$ cat src/rtl/mesh_rt_pkg.sv
// Package: shared port indices and state encoding for the mesh router.
// Assumes five ports; the index order is the bit order of every port vector.
package mesh_rt_pkg;
    localparam int NUM_PORTS  = 5;
    localparam int DIR_W      = 3;
    localparam int PORT_LOCAL = 0;
    localparam int PORT_NORTH = 1;
    localparam int PORT_EAST  = 2;
    localparam int PORT_SOUTH = 3;
    localparam int PORT_WEST  = 4;

    typedef enum logic [1:0] {
        OUT_IDLE,
        OUT_SEND,
        OUT_RELEASE
    } out_state_t;
endpackage

$ cat src/rtl/mesh_in_port.sv
// Inbound port controller: four-phase receiver with a one-word buffer and
// XY route decode. Assumes the sender holds data stable while req is high.
module mesh_in_port #(
    parameter int DATA_W  = 8,
    parameter int COORD_W = 2,
    parameter int OWN_X   = 1,
    parameter int OWN_Y   = 2
) (
    input  logic                           clk,
    input  logic                           rst_n,
    input  logic                           in_req,
    output logic                           in_ack,
    input  logic [DATA_W-1:0]              in_data,
    input  logic                           done,
    output logic                           full,
    output logic [DATA_W-1:0]              word,
    output logic [mesh_rt_pkg::DIR_W-1:0]  dir
);
    import mesh_rt_pkg::*;

    localparam logic [COORD_W-1:0] MY_X = COORD_W'(OWN_X);
    localparam logic [COORD_W-1:0] MY_Y = COORD_W'(OWN_Y);

    logic [COORD_W-1:0] dest_x;
    logic [COORD_W-1:0] dest_y;

    assign dest_x = word[COORD_W-1:0];
    assign dest_y = word[2*COORD_W-1:COORD_W];

    // Capture a word when empty; release ack on req low; empty on hand-off.
    always_ff @(posedge clk) begin
        if (!rst_n) begin
            in_ack <= 1'b0;
            full   <= 1'b0;
            word   <= '0;
        end else if (in_req && !in_ack && !full) begin
            in_ack <= 1'b1;
            full   <= 1'b1;
            word   <= in_data;
        end else begin
            if (in_ack && !in_req) in_ack <= 1'b0;
            if (done)              full   <= 1'b0;
        end
    end

    // Dimension-order decode: x first, then y, else local delivery.
    always_comb begin
        if (dest_x > MY_X)      dir = DIR_W'(PORT_EAST);
        else if (dest_x < MY_X) dir = DIR_W'(PORT_WEST);
        else if (dest_y > MY_Y) dir = DIR_W'(PORT_NORTH);
        else if (dest_y < MY_Y) dir = DIR_W'(PORT_SOUTH);
        else                    dir = DIR_W'(PORT_LOCAL);
    end
endmodule

$ cat src/rtl/mesh_out_port.sv
// Outbound port controller: round-robin arbiter over the inbound buffers
// plus a four-phase sender. Assumes each want bit stays high until done.
module mesh_out_port #(
    parameter int DATA_W = 8,
    parameter int NP     = 5
) (
    input  logic                       clk,
    input  logic                       rst_n,
    input  logic [NP-1:0]              want,
    input  logic [NP-1:0][DATA_W-1:0]  words,
    output logic                       out_req,
    input  logic                       out_ack,
    output logic [DATA_W-1:0]          out_data,
    output logic [NP-1:0]              done
);
    import mesh_rt_pkg::*;

    localparam int IDX_W = $clog2(NP);

    out_state_t       state;
    logic [IDX_W-1:0] owner;
    logic [IDX_W-1:0] last;
    logic [IDX_W-1:0] pick;
    logic             found;

    // Round-robin search starting just after the last input served.
    always_comb begin
        pick  = '0;
        found = 1'b0;
        for (int k = 1; k <= NP; k++) begin
            int idx;
            idx = (int'(last) + k) % NP;
            if (!found && want[idx]) begin
                found = 1'b1;
                pick  = IDX_W'(idx);
            end
        end
    end

    // Grant, send, then wait for ack to return low before the next grant.
    always_ff @(posedge clk) begin
        if (!rst_n) begin
            state    <= OUT_IDLE;
            owner    <= '0;
            last     <= IDX_W'(NP - 1);
            out_data <= '0;
        end else begin
            case (state)
                OUT_IDLE: if (found) begin
                    owner    <= pick;
                    last     <= pick;
                    out_data <= words[pick];
                    state    <= OUT_SEND;
                end
                OUT_SEND:    if (out_ack)  state <= OUT_RELEASE;
                OUT_RELEASE: if (!out_ack) state <= OUT_IDLE;
                default:     state <= OUT_IDLE;
            endcase
        end
    end

    assign out_req = (state == OUT_SEND);

    // One-hot hand-off pulse to the owning input when ack arrives.
    always_comb begin
        done = '0;
        if (state == OUT_SEND && out_ack) done[owner] = 1'b1;
    end
endmodule

$ cat src/rtl/mesh_xy_router.sv
// Top level: five inbound controllers feeding five outbound arbiters.
// Assumes single-word messages with the destination in the low data bits.
module mesh_xy_router #(
    parameter int DATA_W  = 8,
    parameter int COORD_W = 2,
    parameter int OWN_X   = 1,
    parameter int OWN_Y   = 2,
    parameter int NP      = mesh_rt_pkg::NUM_PORTS
) (
    input  logic                 clk,
    input  logic                 rst_n,
    input  logic [NP-1:0]        in_req,
    output logic [NP-1:0]        in_ack,
    input  logic [NP*DATA_W-1:0] in_data,
    output logic [NP-1:0]        out_req,
    input  logic [NP-1:0]        out_ack,
    output logic [NP*DATA_W-1:0] out_data
);
    import mesh_rt_pkg::*;

    logic [NP-1:0]              in_full;
    logic [NP-1:0]              in_done;
    logic [NP-1:0][DATA_W-1:0]  in_word;
    logic [NP-1:0][DIR_W-1:0]   in_dir;
    logic [NP-1:0][NP-1:0]      done_mat;

    genvar gi;
    generate
        for (gi = 0; gi < NP; gi++) begin : g_in
            mesh_in_port #(
                .DATA_W (DATA_W),
                .COORD_W(COORD_W),
                .OWN_X  (OWN_X),
                .OWN_Y  (OWN_Y)
            ) u_in (
                .clk    (clk),
                .rst_n  (rst_n),
                .in_req (in_req[gi]),
                .in_ack (in_ack[gi]),
                .in_data(in_data[gi*DATA_W +: DATA_W]),
                .done   (in_done[gi]),
                .full   (in_full[gi]),
                .word   (in_word[gi]),
                .dir    (in_dir[gi])
            );
        end

        for (gi = 0; gi < NP; gi++) begin : g_out
            logic [NP-1:0] want;

            // Inputs holding a word routed to this output.
            always_comb begin
                for (int i = 0; i < NP; i++)
                    want[i] = in_full[i] && (in_dir[i] == DIR_W'(gi));
            end

            mesh_out_port #(
                .DATA_W(DATA_W),
                .NP    (NP)
            ) u_out (
                .clk     (clk),
                .rst_n   (rst_n),
                .want    (want),
                .words   (in_word),
                .out_req (out_req[gi]),
                .out_ack (out_ack[gi]),
                .out_data(out_data[gi*DATA_W +: DATA_W]),
                .done    (done_mat[gi])
            );
        end
    endgenerate

    // Merge hand-off pulses from all outputs back to each input.
    always_comb begin
        in_done = '0;
        for (int o = 0; o < NP; o++) in_done |= done_mat[o];
    end
endmodule

$ cat config.mk
export PLATFORM = sky130hd
export DESIGN_NAME = mesh_xy_router
export DESIGN_NICKNAME = d
export VERILOG_FILES = /design/src/rtl/mesh_rt_pkg.sv /design/src/rtl/mesh_in_port.sv /design/src/rtl/mesh_out_port.sv /design/src/rtl/mesh_xy_router.sv
export SDC_FILE = /design/constraint.sdc
export NUM_CORES = 1
export LEC_CHECK = 0
export ABC_AREA = 1
export BUFFER_PORTS_ARGS = -buffer_cell sky130_fd_sc_hd__buf_2
export CAP_MARGIN = 20
export CORE_UTILIZATION = 45
export CTS_BUF_LIST = sky130_fd_sc_hd__clkbuf_2
export DETAILED_ROUTE_END_ITERATION = 12
export GPL_TIMING_DRIVEN = 0
export HOLD_SLACK_MARGIN = 0.08
export PLACE_DENSITY = 0.65
export SLEW_MARGIN = 20
export SYNTH_ARGS = -nofsm -noshare
export SYNTH_HDL_FRONTEND = slang
export SYNTH_SLANG_ARGS = --single-unit
$ cat constraint.sdc
create_clock -name clk -period 4.06 [get_ports clk]
set_input_delay 0 -clock clk [delete_from_list [all_inputs] [get_ports clk]]
set_output_delay 0 -clock clk [all_outputs]
set_load 0.1 [all_outputs]
==> results.yml, run 1 <==
clock_network:
  numCtsBuffers: 17
  htreeDepth: 4
  root_buffer: "clkbuf_2"
  clock_latency_ns: 0.77
  tritoncts: "built"
  clk_pin_slew_ns: 0.25
  cts_buffer_depth: 2
  numClockSinks: 120
sta:
  worstMarginPinSlew_ns: 1.02
  hold_viol: 0
  fin_ws_ns: 0.0953
  max_freq_mhz: 252
  finalCritPeriodShare: 0.977
  fin_worst_skew_ns: 0.0605
  relSlewSlack: 0.314
  drv_slew: 0
  setup-violations-final: 0
  rsz0062_at_grt: "true"
  fin_crit_ns: 3.96
  hold_ws_ns: 0.114
drt:
  vias_per_cell: 5.49
  routedWlPerCell_um: 16.6
  ant_nets: 0
  route.detailed.drc: 0
  wl_um: 47700
  num_vias: 15800
  first_iter_violations: 1670
  first_pass_iters: 7
hold_path:
  hp-start: "in_data[7]"
  whs_path_depth: 4
  min_path_type: "in -> reg"
  hold-path-endpoint: "g_in[0].u_in.word[7]"
critical_path:
  crit_fanout: 7
  r2r-start: "g_out[3].u_out.last[1]"
  cpPeakStageDelay_ns: 0.41
  startpoint: "g_out[3].u_out.last[1]"
  crit_top_cell: "nand2_2"
  critPathArrivalTime_ns: 4.67
  cp.buffers_inverters: 4
  reg2reg_depth: 31
  critPathRequiredTime_ns: 4.77
  worstSetupPathType: "reg -> reg"
  startpoint_type: "register"
  cp_slowest_cell: "dfxtp_4"
  r2r-end: "g_out[3].u_out.out_data[5]"
  r2r_slack_ns: 0.1
  endpoint_kind: "register"
  crit_family: "simple AND/OR/NAND/NOR gates"
global_routing:
  grtUsageTotal: 0.303
  overflow: 0
  antenna_found_initial: 1
  grt_pass1_vias: 13300
  grt_pass1_wl_um: 69400
  grt_start_max_net_pins: 17
synth:
  yosys.area.top_type: "dfxtp_1"
  synth_area_leaders: "dfxtp_1 19%, nand2_1 16%, ha_1 12%, nand3_1 11%, inv_1 8.6%"
  seq_area_frac_synth: 0.185
  synth-simple-area-share: 0.403
  syn_area_um2: 13000
  synth-xor-area-share: 0.0300
  synth-seq-cells: 120
  synth_flop_cell: "dfxtp_1"
  syn_area_per_cell_um2: 6.01
  synth_top_family_by_area: "simple AND/OR/NAND/NOR gates"
  ys_async_sr_fraction: 0
  synth_warnings: 0
  synthDistinctLibCells: 50
  synth_edf_count: 0
  synth_fp_nets: 2332
  muxShareOfSynthArea: 0
  syn_inst: 2156
  synthAdderAreaFrac: 0.120
  synth_compound_area_frac: 0.143
  synth.top_cell.area_share: 0.185
final_layout:
  syn_to_final_growth_pct: 32.7
  layout-drive-gt1-share: 0.236
  nets: 2658
  regArea_um2: 2450
  multi_input_area_um2: 10000
  design_area_um2: 17200
  fillerInstances: 2663
placement:
  pre_cts_ws_ns: -0.983
  routabilityCongestion: 0.986
  io_buffers: 101
  dpl_cell_area_um2: 13900
  dp_hpwl_um: 34200
floorplanning:
  start_util: 0.462
  die_h_um: 172
  die_area_um2: 29500
  core-area_um2: 28100
  die_x_um: 172
  rows: 61
  ios: 102
outcome:
  status: "finished clean"
run:
  maxCapViolCount: 0
## worst register-to-register path: cells and delay by family (launching register included)
family          cells  cell delay, ns
compound gates      3            0.29
xor+xnor            1            0.20
fa+ha+maj           3            0.62
buf+inv             4            0.44
flops               1            0.41
simple gates       20            1.96
## flip-flops by register name (all words and copies together) (netlist names)
register,count
g_out.u_out.owner,5
g_out.u_out.last,15
g_in.u_in.in_ack,5
g_in.u_in.word,40
g_in.u_in.full,5
g_out.u_out.state,10
g_out.u_out.out_data,40
## cells by family after synthesis
kind of cell,after synthesis
AND/OR/NAND/NOR,1151
buffers and inverters,384
AO/OA/AOI/OAI,339
adder cells (fa/ha/maj),124
flip-flops,120
XOR/XNOR,38
## how the worst max path moves through the flow
stage | cells past startpoint | end | slack (ns)
final | 31 | g_out[3].u_out.out_data[5] | 0.1
after global routing | 31 | g_out[3].u_out.out_data[6] | -0.16
after CTS | 27 | g_out[4].u_out.out_data[7] | -0.01
after detailed placement | 25 | g_out[1].u_out.out_data[6] | -0.98
after global placement | 25 | g_out[1].u_out.out_data[5] | -0.94
after floorplan | 30 | g_out[1].u_out.out_data[4] | 0.02
## cell usage after synthesis (2+ instances only)
cell	count
a21oi_1	120
a21oi_2	5
a31oi_1	5
and2_1	2
buf_1	2
buf_2	13
buf_4	12
buf_6	5
clkbuf_1	28
clkinv_1	4
dfxtp_1	120
ha_1	123
inv_1	297
inv_2	22
nand2_1	560
nand2_2	33
nand2_4	3
nand3_1	288
nand3_2	14
nand3b_1	15
nand4_1	41
nand4_2	3
nor2_1	138
nor2_2	6
nor2_4	4
nor3_1	29
nor4_1	5
o211ai_1	21
o21a_1	4
o21ai_0	140
o21ai_1	24
o21ai_2	4
o21bai_1	7
o22ai_1	4
or2_1	2
or2_2	5
xnor2_1	6
xor2_1	26
xor2_2	5
## metrics by stage
| stage | utilization | instances | setup TNS [ns] |
|---|---|---|---|
| 5_1_grt | 0.613 | 2874 | -1.78 |
| 4_1_cts | 0.553 | 2775 | -0.0184 |
| 2_1_floorplan | - | 2156 | 0 |
| 6_report | 0.613 | 2874 | 0 |
| 3_5_place_dp | 0.496 | 2635 | -36.91 |
| 3_3_place_gp | 0.496 | 2635 | -32.57 |
## cells in the final DEF, fill, tap and decap left out, types with 28 or more instances in the layout
cell type and instances:
nand2_1 502, inv_1 277, nand3_1 260, nor2_1 131
o21ai_0 119, buf_4 113, dfxtp_1 106, buf_2 104
ha_1 102, a21oi_1 98, dlygate4sd3_1 94, nand2_2 78
nand4_1 41, nand3_2 33, inv_2 29, o21ai_1 28
nor3_1 28
## repair_timing
action | CTS | global route
gates resized for setup | 92 | 247
setup endpoints to repair | 62 | 59
cloned | 0 | 6
endpoints found under the hold margin | 73 | 2
hold buffers | 92 | 2
pin swaps | 8 | 88
buffers inserted | 16 | 90
## metal layers
layer / up-vias / share of wire / global-route usage
met5: - / 0 / 0
met4: 0 / 0.030 / 0.0963
met3: 117 / 0.074 / 0.0391
met2: 670 / 0.47 / 0.498
met1: 7302 / 0.43 / 0.408
li1: 7681 / - / -
## cell type report
class                           instances  area share
Antenna cell                            1    0.000145
Buffer                                 60      0.0243
Clock buffer                           19     0.00553
Clock inverter                         13     0.00844
Inverter                              324      0.0750
Multi-Input combinational cell       1657       0.584
Sequential cell                       120       0.142
Tap cell                              378      0.0275
Timing Repair Buffer                  302       0.133
Power of run 1 is not shown: default switching activity piles up to over one toggle a cycle in this logic, so the estimate is an artifact.
==> inputs of run 2 (changes only) <==
--- a/config.mk
+++ b/config.mk
@@ -8,8 +8,10 @@
 export ABC_AREA = 1
 export BUFFER_PORTS_ARGS = -buffer_cell sky130_fd_sc_hd__buf_2
 export CAP_MARGIN = 20
+export CORE_MARGIN = 5
 export CORE_UTILIZATION = 45
 export CTS_BUF_LIST = sky130_fd_sc_hd__clkbuf_2
+export CTS_CLUSTER_SIZE = 14
 export DETAILED_ROUTE_END_ITERATION = 12
 export GPL_TIMING_DRIVEN = 0
 export HOLD_SLACK_MARGIN = 0.08
==> run 2 against run 1 <==
Utilization fell by 2.3 points. Maximum frequency fell by 0.31%. Setup slack got worse by 0.012 ns. Clock skew fell by 0.013 ns. Final cell count fell by 0.94%. Critical path depth fell by 5. Register-to-register slack barely moved. Cell area fell by 2.1%.
==> results.yml, run 2 (synthesis gave the netlist of run 1 again) <==
outcome:
  status: "finished clean"
drt:
  first_iter_violations: 1301
  vias_per_cell: 5.47
  num_vias: 15600
  wl_um: 47100
  routedWlPerCell_um: 16.5
  first_pass_iters: 6
  route.detailed.drc: 0
  ant_nets: 0
clock_network:
  tritoncts: "built"
  root_buffer: "clkbuf_2"
  htreeDepth: 4
  numCtsBuffers: 17
  numClockSinks: 120
  clk_pin_slew_ns: 0.21
  clock_latency_ns: 0.75
  cts_buffer_depth: 2
global_routing:
  grtUsageTotal: 0.264
  grt_start_max_net_pins: 17
  grt_pass1_vias: 13800
  overflow: 0
  antenna_found_initial: 1
  grt_pass1_wl_um: 70600
sta:
  drv_slew: 0
  worstMarginPinSlew_ns: 1.05
  relSlewSlack: 0.297
  fin_worst_skew_ns: 0.0471
  fin_crit_ns: 3.98
  rsz0062_at_grt: "true"
  finalCritPeriodShare: 0.980
  max_freq_mhz: 251
  hold_viol: 0
  setup-violations-final: 0
final_layout:
  nets: 2627
  syn_to_final_growth_pct: 29.9
  layout_commonest_cell: "nand2_1"
  top_regs: "g_in.u_in.word (40), g_out.u_out.out_data (40), g_out.u_out.last (15)"
  layout-drive-gt1-share: 0.226
  final_cell_mix: "506 x nand2_1, 277 x inv_1, 258 x nand3_1, 129 x nor2_1, 121 x o21ai_0"
  design_area_um2: 16800
floorplanning:
  core-area_um2: 28500
  start_util: 0.454
  die_x_um: 180
  die_h_um: 180
  die_area_um2: 32300
  ios: 102
  rows: 62
hold_path:
  whs_path_depth: 4
  min_path_type: "in -> reg"
critical_path:
  cpPeakStageDelay_ns: 0.43
  crit_fanout: 7
  reg2reg_depth: 26
  crit_family: "simple AND/OR/NAND/NOR gates"
  critPathArrivalTime_ns: 4.65
  crit_cells: 26
  worstSetupPathType: "reg -> reg"
  cp_slowest_cell: "dfxtp_4"
  startpoint_type: "register"
  cp.buffers_inverters: 3
  endpoint_kind: "register"
  critPathRequiredTime_ns: 4.73
run:
  maxCapViolCount: 0
placement:
  routabilityCongestion: 1.00
  io_buffers: 101
  dp_hpwl_um: 34800
  dpl_cell_area_um2: 13900
run 2: tightest hold or removal path: cells and delay by family:
family,cells,cell delay [ns]
compound gates,2,0.18
buf+inv,2,0.64
run 2: metrics by stage:
step / TNS, ns / instances / utilization / setup slack, ns / hold slack, ns
4_1_cts: 0 / 2772 / 0.541 / 0.00302 / 0.0815
2_1_floorplan: 0 / 2156 / - / 0.0184 / 0.135
5_1_grt: -1.54 / 2847 / 0.590 / -0.137 / 0.101
6_report: 0 / 2847 / 0.590 / 0.0829 / 0.0900
3_5_place_dp: -37.79 / 2641 / 0.489 / -1.06 / 0.262
3_3_place_gp: -33.03 / 2641 / 0.489 / -0.893 / 0.246
run 2: final cells by class:
class	count	area, um^2
Tap cell	384	480
Fill cell	2861	11700
Multi-Input combinational cell	1656	9930
Clock buffer	18	90.1
Inverter	324	1280
Buffer	60	425
Sequential cell	120	2450
Antenna cell	1	2.50
Clock inverter	12	111
Timing Repair Buffer	272	2070
run 2: final timing paths:
check / start / endpoint / slack [ns]
min: in_data[12] / g_in[1].u_in.word[4] / 0.09
min reg2reg: g_out[4].u_out.out_data[0] / g_out[4].u_out.out_data[0] / 0.45
max reg2reg: g_out[3].u_out.last[1] / g_out[3].u_out.out_data[2] / 0.08
max: g_out[3].u_out.last[1] / g_out[3].u_out.out_data[2] / 0.08
run 2: routing by layer:
| layer | part of all wire | up-vias | global-route usage | wire, um |
|---|---|---|---|---|
| met5 | 0 | - | 0 | 0 |
| met4 | 0.029 | 0 | 0.0707 | 1350 |
| met3 | 0.073 | 100 | 0.0368 | 3420 |
| met2 | 0.47 | 569 | 0.447 | 22100 |
| met1 | 0.43 | 7273 | 0.355 | 20200 |
| li1 | - | 7628 | - | - |
run 2: repair_timing:
action,CTS,global route
pin swaps,12,99
setup buffers,18,70
hold buffers,82,0
hold endpoints to repair,68,0
setup endpoints to repair,62,59
cloned,1,4
gates resized for setup,100,219
Power of run 2 is left out for the same reason.
